==> config.mk <==
export PLATFORM = sky130hd
export DESIGN_NAME = hl_clk_divider
export DESIGN_NICKNAME = d
export VERILOG_FILES = /design/src/rtl/hlcd_pkg.sv /design/src/rtl/hlcd_cfg_decode.sv /design/src/rtl/hlcd_ratio_pack.sv /design/src/rtl/hlcd_wave_gen.sv /design/src/rtl/hl_clk_divider.sv
export SDC_FILE = /design/constraint.sdc
export NUM_CORES = 1
export LEC_CHECK = 0
export BUFFER_PORTS_ARGS = -buffer_cell sky130_fd_sc_hd__buf_2
export CAP_MARGIN = 20
export CELL_PAD_IN_SITES_DETAIL_PLACEMENT = 1
export CELL_PAD_IN_SITES_GLOBAL_PLACEMENT = 2
export CORE_ASPECT_RATIO = 0.9
export CORE_MARGIN = 10
export CORE_UTILIZATION = 32
export DETAILED_ROUTE_END_ITERATION = 12
export PLACE_DENSITY_LB_ADDON = 0.25
export SYNTH_ARGS = -nofsm -noshare
export SYNTH_HDL_FRONTEND = slang
export SYNTH_SLANG_ARGS = --single-unit
export TNS_END_PERCENT = 30
==> constraint.sdc <==
create_clock -name clk_i -period 9.65 [get_ports clk_i]
set_input_delay 1.93 -clock clk_i [delete_from_list [all_inputs] [get_ports clk_i]]
set_output_delay 1.93 -clock clk_i [all_outputs]
set_load 0.01 [all_outputs]
==> src/rtl/hlcd_pkg.sv <==
package hlcd_pkg;

  // Width of one count field in a configuration word.
  localparam int unsigned FLD_W  = 6;
  // A count field expands to 1..2**FLD_W cycles.
  localparam int unsigned CNT_W  = FLD_W + 1;
  // A full period is up to 2 * 2**FLD_W cycles.
  localparam int unsigned PER_W  = FLD_W + 2;

  // Bit positions shared by every layout. A neighbouring counter tile
  // decodes these positions, so they are fixed.
  localparam int unsigned LO_LSB       = 0;
  localparam int unsigned HI_LSB       = FLD_W;
  localparam int unsigned OUT_BYP_BIT  = 6;
  localparam int unsigned OUT_HALF_BIT = 7;
  localparam int unsigned IN_BYP_BIT   = 2 * FLD_W;
  localparam int unsigned IN_HALF_BIT  = 2 * FLD_W + 1;

  typedef struct packed {
    logic [CNT_W-1:0] hi_len;
    logic [CNT_W-1:0] lo_len;
    logic             half;
    logic             byp;
  } shape_t;

  // A zero field stands for the largest count.
  function automatic logic [CNT_W-1:0] fld_len(input logic [FLD_W-1:0] f);
    return (f == '0) ? {1'b1, {FLD_W{1'b0}}} : {1'b0, f};
  endfunction

endpackage

==> src/rtl/hlcd_cfg_decode.sv <==
module hlcd_cfg_decode
  import hlcd_pkg::*;
#(
  parameter int unsigned WORD_W    = 16,
  parameter bit          IN_LAYOUT = 1'b0
) (
  input  logic [WORD_W-1:0] w1_i,
  input  logic [WORD_W-1:0] w2_i,
  output shape_t            shape_o
);

  generate
    if (IN_LAYOUT) begin : g_in_layout
      logic [CNT_W-1:0] hi_len;
      logic [CNT_W-1:0] lo_len;
      logic             unused_bits;
      assign hi_len      = fld_len(w1_i[HI_LSB +: FLD_W]);
      assign lo_len      = fld_len(w1_i[LO_LSB +: FLD_W]);
      assign shape_o     = {hi_len, lo_len, w1_i[IN_HALF_BIT], w1_i[IN_BYP_BIT]};
      assign unused_bits = ^{w1_i[WORD_W-1:IN_HALF_BIT+1], w2_i};
    end else begin : g_out_layout
      logic [CNT_W-1:0] hi_len;
      logic [CNT_W-1:0] lo_len;
      logic             unused_bits;
      assign hi_len      = fld_len(w1_i[HI_LSB +: FLD_W]);
      assign lo_len      = fld_len(w1_i[LO_LSB +: FLD_W]);
      assign shape_o     = {hi_len, lo_len, w2_i[OUT_HALF_BIT], w2_i[OUT_BYP_BIT]};
      assign unused_bits = ^{w1_i[WORD_W-1:HI_LSB+FLD_W],
                             w2_i[WORD_W-1:OUT_HALF_BIT+1],
                             w2_i[OUT_BYP_BIT-1:0]};
    end
  endgenerate

endmodule

==> src/rtl/hlcd_ratio_pack.sv <==
module hlcd_ratio_pack
  import hlcd_pkg::*;
#(
  parameter int unsigned RATIO_W = 8,
  parameter int unsigned WORD_W  = 16
) (
  input  logic               clk_i,
  input  logic               rst_i,
  input  logic [RATIO_W-1:0] ratio_i,
  output logic [WORD_W-1:0]  out_w1_o,
  output logic [WORD_W-1:0]  out_w2_o,
  output logic [WORD_W-1:0]  in_w_o
);

  localparam int unsigned MAX_RATIO = 1 << (FLD_W + 1);

  logic [RATIO_W-1:0] n_clamp;
  logic [RATIO_W-1:0] hi_n;
  logic [RATIO_W-1:0] lo_n;
  logic [FLD_W-1:0]   hi_f;
  logic [FLD_W-1:0]   lo_f;
  logic               byp_f;
  logic               half_f;
  logic [WORD_W-1:0]  w1_d;
  logic [WORD_W-1:0]  w2_d;
  logic [WORD_W-1:0]  in_d;
  logic               unused_top;

  always_comb begin
    if (ratio_i == '0)                              n_clamp = RATIO_W'(1);
    else if (ratio_i > RATIO_W'(MAX_RATIO))         n_clamp = RATIO_W'(MAX_RATIO);
    else                                            n_clamp = ratio_i;
  end

  assign hi_n   = n_clamp >> 1;
  assign lo_n   = n_clamp - hi_n;
  assign byp_f  = (n_clamp == RATIO_W'(1));
  assign half_f = n_clamp[0] & ~byp_f;
  assign hi_f   = byp_f ? FLD_W'(1) : hi_n[FLD_W-1:0];
  assign lo_f   = lo_n[FLD_W-1:0];
  assign unused_top = ^{hi_n[RATIO_W-1:FLD_W], lo_n[RATIO_W-1:FLD_W]};

  always_comb begin
    w1_d = '0;
    w1_d[LO_LSB +: FLD_W] = lo_f;
    w1_d[HI_LSB +: FLD_W] = hi_f;
    w2_d = '0;
    w2_d[OUT_BYP_BIT]  = byp_f;
    w2_d[OUT_HALF_BIT] = half_f;
    in_d = w1_d;
    in_d[IN_BYP_BIT]   = byp_f;
    in_d[IN_HALF_BIT]  = half_f;
  end

  always_ff @(posedge clk_i) begin
    if (rst_i) begin
      out_w1_o <= '0;
      out_w2_o <= '0;
      in_w_o   <= '0;
    end else begin
      out_w1_o <= w1_d;
      out_w2_o <= w2_d;
      in_w_o   <= in_d;
    end
  end

  AST_PACK_SUM: assert property (@(posedge clk_i) disable iff (rst_i)
    (ratio_i >= RATIO_W'(2)) && (ratio_i <= RATIO_W'(MAX_RATIO)) |=>
      (RATIO_W'(fld_len(out_w1_o[HI_LSB +: FLD_W])) +
       RATIO_W'(fld_len(out_w1_o[LO_LSB +: FLD_W]))) == $past(ratio_i));

  AST_PACK_BYP: assert property (@(posedge clk_i) disable iff (rst_i)
    (ratio_i <= RATIO_W'(1)) |=> out_w2_o[OUT_BYP_BIT] && in_w_o[IN_BYP_BIT]);

endmodule

==> src/rtl/hlcd_wave_gen.sv <==
module hlcd_wave_gen
  import hlcd_pkg::*;
(
  input  logic   clk_i,
  input  logic   rst_i,
  input  shape_t shape_i,
  output logic   clk_o
);

  localparam int unsigned POS_W = PER_W - 1;

  shape_t           act_q;
  logic             run_q;
  logic             lvl_q;
  logic             ext_q;
  logic [POS_W-1:0] pos_q;
  logic [PER_W-1:0] per_act;
  logic             at_end;
  logic             start;

  assign per_act = act_q.byp ? PER_W'(1)
                             : (PER_W'(act_q.hi_len) + PER_W'(act_q.lo_len));
  assign at_end  = (PER_W'(pos_q) == (per_act - PER_W'(1)));
  assign start   = !run_q || at_end;

  // Phase counter and main level, rising edge.
  always_ff @(posedge clk_i) begin
    if (rst_i) begin
      act_q <= '0;
      run_q <= 1'b0;
      lvl_q <= 1'b0;
      pos_q <= '0;
    end else if (start) begin
      act_q <= shape_i;
      run_q <= 1'b1;
      lvl_q <= 1'b1;
      pos_q <= '0;
    end else begin
      pos_q <= pos_q + POS_W'(1);
      lvl_q <= (PER_W'(pos_q) + PER_W'(1)) < PER_W'(act_q.hi_len);
    end
  end

  // Half-cycle stretch, falling edge.
  always_ff @(negedge clk_i) begin
    if (rst_i) ext_q <= 1'b0;
    else       ext_q <= lvl_q & act_q.half & ~act_q.byp;
  end

  assign clk_o = act_q.byp ? clk_i : (lvl_q | ext_q);

  AST_POS_RANGE: assert property (@(posedge clk_i) disable iff (rst_i)
    run_q |-> (PER_W'(pos_q) < per_act));

  AST_LOW_AT_END: assert property (@(posedge clk_i) disable iff (rst_i)
    run_q && !act_q.byp && at_end |-> !lvl_q);

  AST_FIRST_HIGH: assert property (@(posedge clk_i) disable iff (rst_i)
    !run_q |=> lvl_q && run_q);

  AST_CFG_HELD: assert property (@(posedge clk_i) disable iff (rst_i)
    run_q && !at_end |=> $stable(act_q));

  AST_EXT_HALF: assert property (@(posedge clk_i) disable iff (rst_i)
    ext_q |-> act_q.half && !act_q.byp);

endmodule

==> src/rtl/hl_clk_divider.sv <==
module hl_clk_divider
  import hlcd_pkg::*;
#(
  parameter int unsigned WORD_W    = 16,
  parameter int unsigned RATIO_W   = 8,
  parameter bit          IN_LAYOUT = 1'b0
) (
  input  logic               clk_i,
  input  logic               rst_i,
  input  logic [WORD_W-1:0]  cfg_w1_i,
  input  logic [WORD_W-1:0]  cfg_w2_i,
  output logic               clk_o,
  input  logic [RATIO_W-1:0] ratio_i,
  output logic [WORD_W-1:0]  pk_w1_o,
  output logic [WORD_W-1:0]  pk_w2_o,
  output logic [WORD_W-1:0]  pk_in_o
);

  shape_t shape;

  hlcd_cfg_decode #(
    .WORD_W    (WORD_W),
    .IN_LAYOUT (IN_LAYOUT)
  ) u_decode (
    .w1_i    (cfg_w1_i),
    .w2_i    (cfg_w2_i),
    .shape_o (shape)
  );

  hlcd_wave_gen u_wave (
    .clk_i   (clk_i),
    .rst_i   (rst_i),
    .shape_i (shape),
    .clk_o   (clk_o)
  );

  hlcd_ratio_pack #(
    .RATIO_W (RATIO_W),
    .WORD_W  (WORD_W)
  ) u_pack (
    .clk_i    (clk_i),
    .rst_i    (rst_i),
    .ratio_i  (ratio_i),
    .out_w1_o (pk_w1_o),
    .out_w2_o (pk_w2_o),
    .in_w_o   (pk_in_o)
  );

endmodule

==> qor.yml <==
cts:
  cts_tree: "built"
  root_buffer: "clkbuf_8"
  clkTransAtPathRegs_ns: 0.10
  post_cts_buffers: 0
  htreeDepth: 2
  cts-resized-gates: 0
  clock_path_buffers: 2
  cts_hold_buffers: 0
  clkLatencyLatePin_ns: 0.36
  cts_buffers: 5
die:
  die_y_um: 112
  ioPinCount: 91
  dieArea_um2: 13700
  num_rows: 33
  start_util_pct: 33.0
  core_area_um2: 9130
  die_width_um: 122
detailed_routing:
  dr.pass1.iters: 4
  drt-initial-drc-count: 88
  drt.antenna.violating_nets: 0
  vias: 2565
  via_per_inst: 5.04
  routed_wl_mm: 8.12
  drc_errors: 0
  wl_per_cell_um: 15.9
grt:
  overflow: 0
  grt_pass1_wl_mm: 13.2
  grt_max_degree: 35
  grt_use_total_pct: 11.7
  grt_use_met3_pct: 2.27
  antenna_found_initial: 0
  use_met1_pct: 16.1
  grt_pass1_vias: 2614
  busiest_layer: "met2"
  use_met2_pct: 18.4
timing:
  clock-skew-final_ns: 0.0530
  relSlewSlack_pct: 28.9
  tns_ns: 0
  worst_pin_slew_ns: 1.06
  whs_ns: 0.522
  rsz0062_at_grt: "no"
  hold_viol: 0
  setup_viol: 0
  slew_violations: 0
final_layout:
  area_delta_synth_final_pct: 9.27
  final_area_um2: 3290
  area.sequential_um2: 801
  fill_cells: 1118
  antenna_cells: 0
  layout.nets: 453
  multiInputGateArea_um2: 1890
  layout-drive-gt1-share_pct: 19.1
worst_hold_path:
  min-delay-start: "u_wave.pos_q[0]$_SDFF_PP0_"
  holdPathEnd: "u_wave.pos_q[0]$_SDFF_PP0_"
  hp-class: "register to register"
  holdPathStages: 1
setup_path:
  path_max_fanout: 1
  reg2reg_slack_ns: 3.86
  crit_type: "register to output port"
  reg2reg_from: "u_wave.act_q[0]$_SDFFE_PP0P_"
  critical_path.startpoint_type: "register"
  reg2reg_to: "u_wave.ext_q$_SDFF_NP0_"
  reg2regPathDepth: 1
  cp.required_ns: 7.72
  crit_path_end_kind: "output port"
  arrival_ns: 5.85
run:
  drv_cap: 0
synth:
  yosysWarningCount: 0
  syn-instance-count: 355
  ys_seq_area_share_pct: 26.6
  syn_area_per_cell_um2: 8.48
  synth_seq_cells: 40
  syn_area_um2: 3010
  synth_edf_count: 0
  ys_types: 60
  synth-main-ff-cell: "dfxtp_1"
  async_flop_share_pct: 0
power:
  p_leak_nw: 1.50
  power_density_nw_per_um2: 179
  ir_worst_vdd_uv: 83.0
place:
  hpwl_mm: 6.26
  post_dp_cell_area_um2: 3190
  portBuffers: 52
  routabilityCongestion: 0.742
status:
  status: "completed"
[through the flow]
stage               setup WS, ns  total power, mW  instances  util [%]
global route                1.74            0.640        509      36.0
floorplan                   2.14            0.414        374         -
finish                      1.87            0.590        509      36.0
global placement            2.23            0.467        500      35.0
detailed placement          2.22            0.472        500      35.0
CTS                         1.85            0.600        509      36.0
[area by class of cell]
| type | count | area share, % |
|---|---|---|
| clock buffer | 6 | 2.25 |
| clock inverter | 5 | 1.03 |
| inverter | 17 | 1.94 |
| multi-input combinational | 266 | 57.6 |
| sequential | 40 | 24.4 |
| tap | 122 | 4.64 |
| timing repair buffer | 53 | 8.22 |
[cell usage in the layout (no fill, tap or decap), types with 5 or more instances in the layout]
master	synthesis	final
dfxtp_1	40	40
xor2_1	8	8
nor4b_1	7	7
inv_1	18	19
nand3_1	8	8
buf_2	2	52
and3_1	11	11
nor2_1	30	30
a22oi_1	5	5
a21oi_1	12	12
ha_1	23	23
a32o_1	7	7
xnor2_1	14	14
o311ai_1	7	7
nor3_1	5	5
clkbuf_8	0	5
nand2b_1	7	7
nor2b_1	9	9
a311o_1	7	7
nand2_1	23	23
nor3b_1	5	5
conb_1	1	20
[layer usage]
| metal | routed length [µm] | up-vias | share of wire, % |
|---|---|---|---|
| li1 | - | 1280 | - |
| met1 | 4040 | 1231 | 50 |
| met2 | 3730 | 50 | 46 |
| met3 | 295 | 4 | 3.6 |
| met4 | 53 | 0 | 0.65 |
| met5 | 0 | - | 0 |
[synth_stat cells, types with 8 or more instances]
| cell type | instances | area [µm²] |
|---|---|---|
| ha_1 | 23 | 288 |
| nor2b_1 | 9 | 56.3 |
| and3_1 | 11 | 68.8 |
| inv_1 | 18 | 67.6 |
| buf_4 | 34 | 255 |
| dfxtp_1 | 40 | 801 |
| clkbuf_1 | 12 | 45.0 |
| xnor2_1 | 14 | 123 |
| nand2_1 | 23 | 86.3 |
| a21oi_1 | 12 | 60.1 |
| xor2_1 | 8 | 70.1 |
| nand3_1 | 8 | 40.0 |
| nor2_1 | 30 | 113 |
[state kept, by name (all words and copies together) (netlist names)]
register / count
u_wave.pos_q: 7
u_wave.run_q: 1
u_wave.act_q: 16
u_wave.lvl_q: 1
u_pack.in_w_o: 14
u_wave.ext_q: 1
[kinds of logic after synthesis]
kind of cell    after synthesis  share of synthesized area [%]
simple gates                129                           23.9
buf+inv                      68                           13.1
compound gates               66                           17.3
flops                        40                           26.6
fa+ha+maj                    25                           10.9
xor+xnor                     23                           6.94
mux                           3                           1.12
other cells                   1                          0.125
[power by group]
group	switching, mW	leakage [nW]	internal (mW)
Combinational	0.158	1.11	0.103
Clock	0.0721	0.0649	0.0554
Sequential	0.0188	0.329	0.182
Total	0.248	1.50	0.341
[how the worst max path moves through the flow]
stage,start,endpoint,slack (ns),cells after the start
detailed placement,rst_i,u_wave.ext_q$_SDFF_NP0_,2.22,2
floorplan,rst_i,u_wave.ext_q$_SDFF_NP0_,2.14,3
global placement,rst_i,u_wave.ext_q$_SDFF_NP0_,2.23,2
finish,u_wave.ext_q$_SDFF_NP0_,clk_o,1.87,3
CTS,u_wave.ext_q$_SDFF_NP0_,clk_o,1.85,3
global route,u_wave.ext_q$_SDFF_NP0_,clk_o,1.74,3
[worst max-delay path, cell delays in order, from the launching register on]
cell and delay (ns):
dfxtp_1 0.29, nor3_1 0.14, a21oi_1 0.06, buf_2 0.18
Note: power is estimated with default switching activity, not from simulation.
